==> config.mk <==
export PLATFORM = sky130hd
export DESIGN_NAME = icap_ctrl
export DESIGN_NICKNAME = d
export VERILOG_FILES = /design/src/rtl/icap_pkg.sv /design/src/rtl/icap_edge_det.sv /design/src/rtl/icap_capture.sv /design/src/rtl/icap_csr.sv /design/src/rtl/icap_ctrl.sv
export SDC_FILE = /design/constraint.sdc
export NUM_CORES = 1
export LEC_CHECK = 0
export ABC_AREA = 0
export BUFFER_PORTS_ARGS = -buffer_cell sky130_fd_sc_hd__buf_2
export CORE_UTILIZATION = 53
export CTS_CLUSTER_DIAMETER = 60
export DETAILED_ROUTE_END_ITERATION = 16
export PLACE_DENSITY = 0.79
export SLEW_MARGIN = 30
export SYNTH_ARGS = -nofsm -noshare
export SYNTH_HDL_FRONTEND = slang
export SYNTH_HIERARCHICAL = 1
export SYNTH_SLANG_ARGS = --single-unit
==> constraint.sdc <==
create_clock -name clk -period 1.8 [get_ports clk]
set_input_delay 0.09 -clock clk [delete_from_list [all_inputs] [get_ports clk]]
set_output_delay 0.09 -clock clk [all_outputs]
set_load 0.02 [all_outputs]
==> src/rtl/icap_pkg.sv <==
package icap_pkg;
  localparam int CNT_W = 16;
  localparam int NCH   = 2;
  localparam int SEL_W = 2;

  typedef enum logic [SEL_W-1:0] {
    EDGE_OFF  = 2'b00,
    EDGE_RISE = 2'b01,
    EDGE_FALL = 2'b10,
    EDGE_BOTH = 2'b11
  } edge_sel_e;

  localparam logic [1:0] ADDR_CSR  = 2'd0;
  localparam logic [1:0] ADDR_CAP0 = 2'd1;
  localparam logic [1:0] ADDR_CAP1 = 2'd2;

  // bit positions in the control/status byte
  localparam int FLAG_LSB = 6;
  localparam int IE_LSB   = 4;
endpackage

==> src/rtl/icap_edge_det.sv <==
module icap_edge_det
  import icap_pkg::*;
#(
  parameter int SYNC_STAGES = 2
) (
  input  logic      clk,
  input  logic      rst_n,
  input  logic      pin_i,
  input  edge_sel_e sel_i,
  output logic      hit_o
);
  logic [SYNC_STAGES-1:0] sync_q;
  logic                   prev_q;
  logic                   cur;
  logic                   rise;
  logic                   fall;

  assign cur = sync_q[SYNC_STAGES-1];

  always_ff @(posedge clk) begin
    if (!rst_n) begin
      sync_q <= '0;
      prev_q <= 1'b0;
    end else begin
      sync_q <= {sync_q[SYNC_STAGES-2:0], pin_i};
      prev_q <= cur;
    end
  end

  assign rise = cur & ~prev_q;
  assign fall = ~cur & prev_q;

  always_comb begin
    unique case (sel_i)
      EDGE_RISE: hit_o = rise;
      EDGE_FALL: hit_o = fall;
      EDGE_BOTH: hit_o = rise | fall;
      default:   hit_o = 1'b0;
    endcase
  end
endmodule

==> src/rtl/icap_capture.sv <==
module icap_capture #(
  parameter int W = 16
) (
  input  logic         clk,
  input  logic         rst_n,
  input  logic         hit_i,
  input  logic [W-1:0] cnt_i,
  output logic [W-1:0] cap_o
);
  always_ff @(posedge clk) begin
    if (!rst_n)     cap_o <= '0;
    else if (hit_i) cap_o <= cnt_i;
  end
endmodule

==> src/rtl/icap_csr.sv <==
module icap_csr
  import icap_pkg::*;
(
  input  logic                      clk,
  input  logic                      rst_n,
  input  logic                      wr_i,
  input  logic [7:0]                wdata_i,
  input  logic [NCH-1:0]            hit_i,
  output logic [NCH-1:0]            flag_o,
  output logic [NCH-1:0]            ie_o,
  output logic [NCH-1:0][SEL_W-1:0] sel_o
);
  for (genvar i = 0; i < NCH; i++) begin : g_ch
    logic clr;
    assign clr = wr_i & ~wdata_i[FLAG_LSB+i];

    always_ff @(posedge clk) begin
      if (!rst_n) begin
        flag_o[i] <= 1'b0;
        ie_o[i]   <= 1'b0;
        sel_o[i]  <= '0;
      end else begin
        // a captured edge outranks a clear in the same cycle
        flag_o[i] <= hit_i[i] | (flag_o[i] & ~clr);
        if (wr_i) begin
          ie_o[i]  <= wdata_i[IE_LSB+i];
          sel_o[i] <= wdata_i[SEL_W*i +: SEL_W];
        end
      end
    end
  end
endmodule

==> src/rtl/icap_ctrl.sv <==
module icap_ctrl
  import icap_pkg::*;
#(
  parameter int SYNC_STAGES = 2
) (
  input  logic             clk,
  input  logic             rst_n,
  input  logic [CNT_W-1:0] cnt_i,
  input  logic [NCH-1:0]   cap_pin_i,
  input  logic [1:0]       reg_addr,
  input  logic             reg_wr,
  input  logic             reg_rmw,
  input  logic [7:0]       reg_wdata,
  output logic [CNT_W-1:0] reg_rdata,
  output logic [NCH-1:0]   irq_ch,
  output logic             irq_any
);
  logic [NCH-1:0]            hit;
  logic [NCH-1:0]            flag;
  logic [NCH-1:0]            ie;
  logic [NCH-1:0][SEL_W-1:0] sel;
  logic [CNT_W-1:0]          cap [NCH];
  logic                      csr_wr;
  logic [7:0]                csr_rd;

  assign csr_wr = reg_wr && (reg_addr == ADDR_CSR);

  for (genvar i = 0; i < NCH; i++) begin : g_ch
    icap_edge_det #(.SYNC_STAGES(SYNC_STAGES)) u_edge (
      .clk   (clk),
      .rst_n (rst_n),
      .pin_i (cap_pin_i[i]),
      .sel_i (edge_sel_e'(sel[i])),
      .hit_o (hit[i])
    );
    icap_capture #(.W(CNT_W)) u_cap (
      .clk   (clk),
      .rst_n (rst_n),
      .hit_i (hit[i]),
      .cnt_i (cnt_i),
      .cap_o (cap[i])
    );
  end

  icap_csr u_csr (
    .clk     (clk),
    .rst_n   (rst_n),
    .wr_i    (csr_wr),
    .wdata_i (reg_wdata),
    .hit_i   (hit),
    .flag_o  (flag),
    .ie_o    (ie),
    .sel_o   (sel)
  );

  // flags read as one during a read-modify-write so the write-back keeps them
  assign csr_rd = {flag | {NCH{reg_rmw}}, ie, sel[1], sel[0]};

  always_comb begin
    unique case (reg_addr)
      ADDR_CSR:  reg_rdata = {{(CNT_W-8){1'b0}}, csr_rd};
      ADDR_CAP0: reg_rdata = cap[0];
      ADDR_CAP1: reg_rdata = cap[1];
      default:   reg_rdata = '0;
    endcase
  end

  assign irq_ch  = flag & ie;
  assign irq_any = |irq_ch;
endmodule

# Yosys cells after proc, flatten, opt, wreduce, memory -nomap -nowiden
# Cells that the tools add are included.
[totals] regBits=46 inputBits=32 output_inout_bits=19
[classes] eq_ne=8 muxes=3 n_bitwise=22 n_reduce_logical=3
[ops] op="$pmux W16 S3" count=1
[ops] op="$eq A2 B2 Y1 const B" count=5
[ops] op="$and A1 B1 Y1" count=8
[ops] op="$not A1 Y1" count=8
[ops] op="$eq A2 B1 Y1 const B" count=3
[ops] op="$pmux W1 S3" count=2
[ops] op="$or A1 B1 Y1" count=4
[ops] op="$and A2 B2 Y2" count=1
[ops] op="$logic_not A2 Y1" count=1
[ops] op="$or A2 B2 Y2" count=1
[ops] op="$reduce_or A2 Y1" count=1
[ops] op="$logic_and A1 B1 Y1" count=1

# Logic depth before layout (Yosys ltp)
# Gate-level depths: netlist of run 1.
[logic_depth] depth_word=6 depth_mapped=9 ltp_nobuf=7

# Modules after synthesis
# The synthesis of run 1 kept the hierarchy.
[by_module_without_submodules] mod="icap_capture" n_inst=2 cells_each=51 area_per_inst_um2=615.6 seq_area_each_um2=320.3
[by_module_without_submodules] mod="icap_csr" n_inst=1 cells_each=27 area_per_inst_um2=311.5 seq_area_each_um2=160.2
[by_module_without_submodules] mod="icap_ctrl" n_inst=1 cells_each=38 area_per_inst_um2=306.5 seq_area_each_um2=0.0
[by_module_without_submodules] mod="icap_edge_det" n_inst=2 cells_each=15 area_per_inst_um2=137.6 seq_area_each_um2=60.1

# Worst setup path after synthesis of run 1
# OpenSTA, ideal clock, no wires.
[synth_path] kind="flip-flop to flip-flop" startpoint="reg g_ch[1].u_edge.sync_q[1]" endpoint="reg g_ch[1].u_cap.cap_o[10]" arrival_time_ps=1483 t_required_ps=1684 setup_slack_ps=201 path_stages_with_launch=10 path_buffers=2 path_cell_list="dfxtp_1 > inv_1 > ha_1 > nor2b_1 > o21ai_1 > o21ai_1 > buf_6 > buf_12 > mux2i_1 > nor2b_1"
[synth_via] elab_chain_len=4
[synth_rtl] item="from (decl)" line_no="icap_edge_det.sv:12" rtl="logic [SYNC_STAGES-1:0] sync_q;"
[synth_rtl] item="from (signal assigned)" line_no="icap_edge_det.sv:25" rtl="sync_q <= {sync_q[SYNC_STAGES-2:0], pin_i};"
[synth_rtl] item="$not A1 Y1" line_no="icap_edge_det.sv:31" rtl="assign fall = ~cur & prev_q;"
[synth_rtl] item="$and A1 B1 Y1" line_no="icap_edge_det.sv:31"
[synth_rtl] item="$or A1 B1 Y1" line_no="icap_edge_det.sv:37" rtl="EDGE_BOTH: hit_o = rise | fall;"
[synth_rtl] item="$pmux W1 S3 (*)" line_no="icap_edge_det.sv:34" rtl="unique case (sel_i)"
[synth_rtl] item="via hit[1]" line_no="icap_ctrl.sv:18" rtl="logic [NCH-1:0] hit;"
[synth_rtl] item="to (signal assigned)" line_no="icap_capture.sv:12" rtl="else if (hit_i) cap_o <= cnt_i;"
[synth_rtl] item="to (decl)" line_no="icap_capture.sv:8" rtl="output logic [W-1:0] cap_o"
# The timed path passes the listed nets; every way through them passes the cells marked *.
# A chain may end at the register's enable or synchronous reset.

# Worst setup path after layout of run 1
[layout_path] startpoint="reg g_ch[0].u_edge.sync_q[1]" endpoint="reg g_ch[0].u_cap.cap_o[7]"
[layout_via] elab_chain_len=4
[layout_rtl] item="from (decl)" line_no="icap_edge_det.sv:12"
[layout_rtl] item="from (signal assigned)" line_no="icap_edge_det.sv:25"
[layout_rtl] item="$not A1 Y1" line_no="icap_edge_det.sv:31"
[layout_rtl] item="$and A1 B1 Y1" line_no="icap_edge_det.sv:31"
[layout_rtl] item="$or A1 B1 Y1" line_no="icap_edge_det.sv:37"
[layout_rtl] item="$pmux W1 S3 (*)" line_no="icap_edge_det.sv:34"
[layout_rtl] item="via hit[0]" line_no="icap_ctrl.sv:18"
[layout_rtl] item="to (signal assigned)" line_no="icap_capture.sv:12"
[layout_rtl] item="to (decl)" line_no="icap_capture.sv:8"
# Marked as above.

==> impl_metrics.yaml, run 1 <==
global_route:
  antenna_found_initial: 0
  use_met3: 0.0590
  grt_pass1_vias: 1449
  busiest_layer: "met2"
  grt_pass1_wl_um: 6840
  overflow: 0
  grt_use_met1: 0.272
  grt_util_met2: 0.347
  grt_usage: 0.212
  grt_max_degree: 47
finish:
  nets: 287
  fin_area_mm2: 0.00249
  antenna_cells: 0
  layout_commonest_cell: "buf_2"
  layout_common_cells: "buf_2 (50), dfxtp_1 (46), nor2b_1 (45)"
  area_growth_pct: 17.4
  nFillCells: 330
  layout-drive-gt1-share: 0.280
cts:
  cts_buffer_depth: 2
  cts_made_buffers: 5
  cts_max_level: 2
  clkLatencyLatePin_ps: 290
  cts_tree: "built"
  clk_pin_slew_worst_paths_ps: 80
  cts_root_buf: "clkbuf_8"
  cts_sinks: 46
route:
  vias_per_cell: 4.99
  wire_per_inst_um: 13.6
  dr.pass1.iters: 4
  drt_wl_total_um: 4050
  num_vias: 1486
  ant_nets: 0
  drc_errors: 0
  drt_iter0_markers: 48
timing:
  worstMarginPinSlew_ps: 610
  period_share: 0.893
  maxSlewViolCount: 0
  period_needed_ps: 1610
  skew_ps: 4.67
  hold_violations: 0
  setup_tns_ps: 0
  clock.fmax_mhz: 622
  setup_violations: 0
  slew_headroom: 0.594
  rsz0062_at_grt: "false"
logic_synthesis:
  synth-seq-cells: 46
  synth.avg_cell_area_um2: 10.8
  synth_area_mm2: 0.00212
  synth_nets: 233
  yosysWarnings: 6
  seq_area_frac_synth: 0.433
  synth_cell_type_count: 25
  netlist_instances: 197
worst_hold_path:
  hold_class: "primary input to register"
setup_path:
  critPathMostFrequentCell: "nor2b_1"
  path_max_fanout: 8
  slowest_delay_ps: 350
  path_cells: "inv_1 > ha_1 > nor2b_1 > o21ai_1 > o21ai_2 > buf_4 > mux2i_1 > nor2b_1"
  critPathLaunchType: "register"
  worstPathRequired_ps: 1980
  crit_slowest_cell: "dfxtp_1"
  critPathKind: "register to register"
  endpoint_kind: "register"
  cp.arrival_ps: 1790
floorplan:
  io_pins: 51
  core_area_mm2: 0.00374
  die_h_um: 65.3
  row_count: 22
  die_width_um: 65.3
  start_util: 0.568
  dieArea_mm2: 0.00427
place:
  placed_area_mm2: 0.00240
  port_buffers: 50
  hpwl_um: 2840
  gp_routability_congestion: 0.808
outcome:
  status: "finished, final reports clean"
pwr:
  ir_drop_uv: 558
  p_leak_nw: 0.965
  power.density_mw_per_mm2: 725
flow_run:
  cap_violations: 0
[layer usage]
metal | wire [um] | share of wire
met1 | 2050 | 0.51
met2 | 1790 | 0.44
met3 | 183 | 0.045
met4 | 27 | 0.0067
met5 | 0 | 0
[where the power goes]
group / switching (W) / leakage, nW / internal [W]
logic: 0.0000761 / 0.550 / 0.0000769
clock network: 0.000317 / 0.0431 / 0.000296
registers: 0.0000103 / 0.372 / 0.00103
total: 0.000403 / 0.965 / 0.00140
[cell usage after synthesis (all sizes together)]
cell type  instances  area (um2)
dfxtp             46         921
nor2b             46         290
mux2i             44         440
buf                9        98.8
a22o               8        70.1
and2               8        50.1
o21ai              6        30.0
o2bb2ai            6        52.6
ha                 4        50.1
inv                4        15.0
nor3b              3        32.5
clkbuf             2        7.51
nand2              2        7.51
nand3b             2        15.0
nor2               2        7.51
nor3               2        10.0
o31ai              2        20.0
or2                1        6.26
[metrics by stage]
| stage | utilization | instances | hold WS [ps] | power (W) | setup WS, ps |
|---|---|---|---|---|---|
| global placement | 0.641 | 291 | 296 | 0.00122 | 254 |
| global route | 0.666 | 298 | 18.8 | 0.00188 | 58.8 |
| CTS | 0.666 | 298 | 2.30 | 0.00181 | 199 |
| finish | 0.666 | 298 | 2.33 | 0.00181 | 192 |
| floorplan | - | 197 | 212 | 0.00115 | 201 |
| detailed placement | 0.641 | 291 | 298 | 0.00122 | 213 |
[cells by family (layout without fill, tap and decap cells)]
group / Yosys count / count (layout) / share of synthesized area
AO/OA/AOI/OAI: 22 / 22 / 0.0813
buffers and inverters: 15 / 68 / 0.0571
multiplexers: 44 / 44 / 0.207
adder cells (fa/ha/maj): 4 / 4 / 0.0236
AND/OR/NAND/NOR: 66 / 66 / 0.197
flip-flops: 46 / 46 / 0.433
[worst max-delay path: cells and delay by family, from the launching register on]
kind	cells	cell delay, ps
AOI/OAI and AO/OA	2	200
adders and majority gates	1	280
buffers and inverters	2	270
DFF	1	350
and+or+nand+nor	2	190
muxes	1	210
[state kept, by name, indices dropped and copies added (netlist names)]
| name | flops |
|---|---|
| g_ch.u_cap/cap_o | 32 |
| g_ch.u_edge/prev_q | 2 |
| g_ch.u_edge/sync_q | 4 |
| u_csr/flag_o | 2 |
| u_csr/ie_o | 2 |
| u_csr/sel_o | 4 |
[path summary, 6_finish.rpt]
path,to,start,slack (ps),cells past startpoint
hold reg to reg,g_ch[0].u_edge/sync_q[1],g_ch[0].u_edge/sync_q[0],430,1
setup / recovery,g_ch[0].u_cap/cap_o[7],g_ch[0].u_edge/sync_q[1],190,8
setup reg to reg,g_ch[0].u_cap/cap_o[7],g_ch[0].u_edge/sync_q[1],190,8
hold / removal,g_ch[0].u_edge/sync_q[0],cap_pin_i[0],2,2
[area by class of cell]
| class | instances | area [um2] | share of cell area |
|---|---|---|---|
| Multi-Input combinational cell | 136 | 1090 | 0.437 |
| Sequential cell | 46 | 921 | 0.369 |
| Timing Repair Buffer | 58 | 325 | 0.130 |
| Clock buffer | 6 | 82.6 | 0.0331 |
| Tap cell | 48 | 60.1 | 0.0241 |
| Inverter | 4 | 15.0 | 0.00602 |
[what timing repair did]
action                    4_1_cts  5_1_grt
setup buffers                   0        0
hold endpoints to repair        1        0
hold buffers                    1        0
resized for setup               0        0
(Power assumes the default switching activity.)
==> run 2, diff against run 1 <==
--- a/config.mk
+++ b/config.mk
@@ -6,11 +6,11 @@
 export NUM_CORES = 1
 export LEC_CHECK = 0
 export ABC_AREA = 0
-export BUFFER_PORTS_ARGS = -buffer_cell sky130_fd_sc_hd__buf_2
-export CORE_UTILIZATION = 53
+export CORE_UTILIZATION = 62
 export CTS_CLUSTER_DIAMETER = 60
 export DETAILED_ROUTE_END_ITERATION = 16
-export PLACE_DENSITY = 0.79
+export DONT_BUFFER_PORTS = 1
+export PLACE_DENSITY = 0.78
 export SLEW_MARGIN = 30
 export SYNTH_ARGS = -nofsm -noshare
 export SYNTH_HDL_FRONTEND = slang
==> impl_metrics.yaml, run 2 (synthesis gave the netlist of run 1 again) <==
cts:
  cts_resized: 0
  cts_root_buf: "clkbuf_4"
  cts_hold_buf: 27
  cts_max_level: 2
  clk_pin_slew_worst_paths_ps: 130
  cts_tree: "built"
  cts_setup_buffers: 0
  cts_sinks: 46
  cts_buffer_depth: 2
  clkLatencyLatePin_ps: 350
  cts_made_buffers: 5
route:
  drc_errors: 0
  dr.pass1.iters: 4
  ant_nets: 0
  wl_met3_um: 225
  wire_per_inst_um: 15.8
  drt_wl_total_um: 4270
  vias_per_cell: 5.49
  drt-met1-wl_um: 1880
  top_layer_used: "met4"
  num_vias: 1489
  wl_met2_um: 2130
  drt_iter0_markers: 63
setup_path:
  critPathMostFrequentCell: "nor2b_1"
  endpoint_kind: "register"
  crit_buf_inv: 2
  cp.arrival_ps: 1850
  path_max_fanout: 11
  path_cells: "inv_1 > ha_1 > nor2b_1 > o21ai_1 > o21ai_2 > buf_4 > mux2i_1 > nor2b_1"
  slowest_delay_ps: 370
  critPathKind: "register to register"
  worstPathRequired_ps: 2050
  crit_slowest_cell: "dfxtp_1"
  cp_top_family: "flip-flops"
  critPathLaunchType: "register"
pwr:
  clkPwrFrac: 0.333
  ir_drop_uv: 660
  power.share.sequential: 0.581
  p_int_w: 0.00142
  pwr-share-comb: 0.086
  power.density_mw_per_mm2: 724
  switching_power_w: 0.000379
  p_sw_frac: 0.211
  p_leak_nw: 0.841
floorplan:
  dieArea_mm2: 0.00366
  die_width_um: 60.5
  start_util: 0.674
  row_count: 20
  die_h_um: 60.5
  core_area_mm2: 0.00315
  io_pins: 51
finish:
  fin_area_mm2: 0.00248
  layout_common_cells: "dfxtp_1 (46), nor2b_1 (45), mux2i_1 (44)"
  largest_register: "g_ch.u_cap/cap_o"
  area_growth_pct: 16.8
  biggestRegsByFlops: "g_ch.u_cap/cap_o: 32 flops, g_ch.u_edge/sync_q: 4 flops, u_csr/sel_o: 4 flops"
  antenna_cells: 0
  nFillCells: 229
  layout_commonest_cell: "dfxtp_1"
  nets: 262
  largest_reg_flops: 32
  layout-drive-gt1-share: 0.0881
global_route:
  antenna_found_initial: 0
  grt_pass1_vias: 1494
  grt_usage: 0.252
  grt_max_degree: 47
  overflow: 0
  grt_pass1_wl_um: 6710
timing:
  setup_violations: 0
  clock.fmax_mhz: 624
  setup_tns_ps: 0
  fin_ws_ps: 196
  slew_headroom: 0.545
  period_share: 0.891
  rsz0062_at_grt: "false"
  maxSlewViolCount: 0
  hold_violations: 0
  worstMarginPinSlew_ps: 681
  skew_ps: 11.5
  period_needed_ps: 1600
place:
  placed_area_mm2: 0.00213
  pre_cts_slack_ps: 178
  hpwl_um: 2760
  gp_routability_congestion: 0.739
  port_buffers: 0
flow_run:
  cap_violations: 0
worst_hold_path:
  hold_class: "primary input to register"
outcome:
  status: "finished, final reports clean"
run 2: changes by cell type in the layout (fill, tap and decap cells not counted), sizes merged:
cell,before,now
dlygate4sd3,1,26
clkbuf,6,7
bufinv,0,1
buf,57,7
run 2: final timing paths:
path	to	slack, ps	depth (start not counted)	startpoint
max	g_ch[1].u_cap/cap_o[12]	200	8	g_ch[1].u_edge/sync_q[1]
min	u_csr/flag_o[0]	50	3	rst_n
max reg2reg	g_ch[1].u_cap/cap_o[12]	200	8	g_ch[1].u_edge/sync_q[1]
min reg2reg	g_ch[1].u_edge/sync_q[1]	440	1	g_ch[1].u_edge/sync_q[0]
run 2: cell type report:
class                           count  area [um2]  area share
Sequential cell                    46         921       0.371
Clock inverter                      1        30.0      0.0121
Multi-Input combinational cell    136        1090       0.439
Inverter                            4        15.0     0.00605
Tap cell                           44        55.1      0.0222
Timing Repair Buffer               33         325       0.131
Clock buffer                        7        45.0      0.0182
run 2: power by group through the flow:
stage	sequential [W]	combinational (W)	clock [W]
CTS	0.00104	0.000153	0.000609
floorplan	0.00106	0.0000893	0
finish	0.00104	0.000154	0.000599
detailed placement	0.00107	0.0000867	0
global route	0.00105	0.000165	0.000664
global placement	0.00106	0.0000834	0
run 2: per-stage QoR:
stage | power, W | instances | utilization | hold slack, ps
final | 0.00180 | 271 | 0.787 | 50.2
after global routing | 0.00188 | 271 | 0.787 | 21.8
after CTS | 0.00180 | 271 | 0.787 | 36.2
after detailed placement | 0.00115 | 236 | 0.674 | 226
after global placement | 0.00115 | 236 | 0.674 | 221
after floorplan | 0.00115 | 197 | - | 212
run 2: tightest hold or removal path: cells and delay by family:
| family | cells | cell delay, ps |
|---|---|---|
| AND/OR/NAND/NOR | 1 | 40 |
| buffers and inverters | 1 | 150 |
| AO/OA/AOI/OAI | 1 | 80 |
run 2: routing by layer:
layer  GRT usage  vias up
met4      0.0682        0
met2       0.455       40
met5           0        -
met3      0.0832        5
met1       0.284      710
li1            -      734
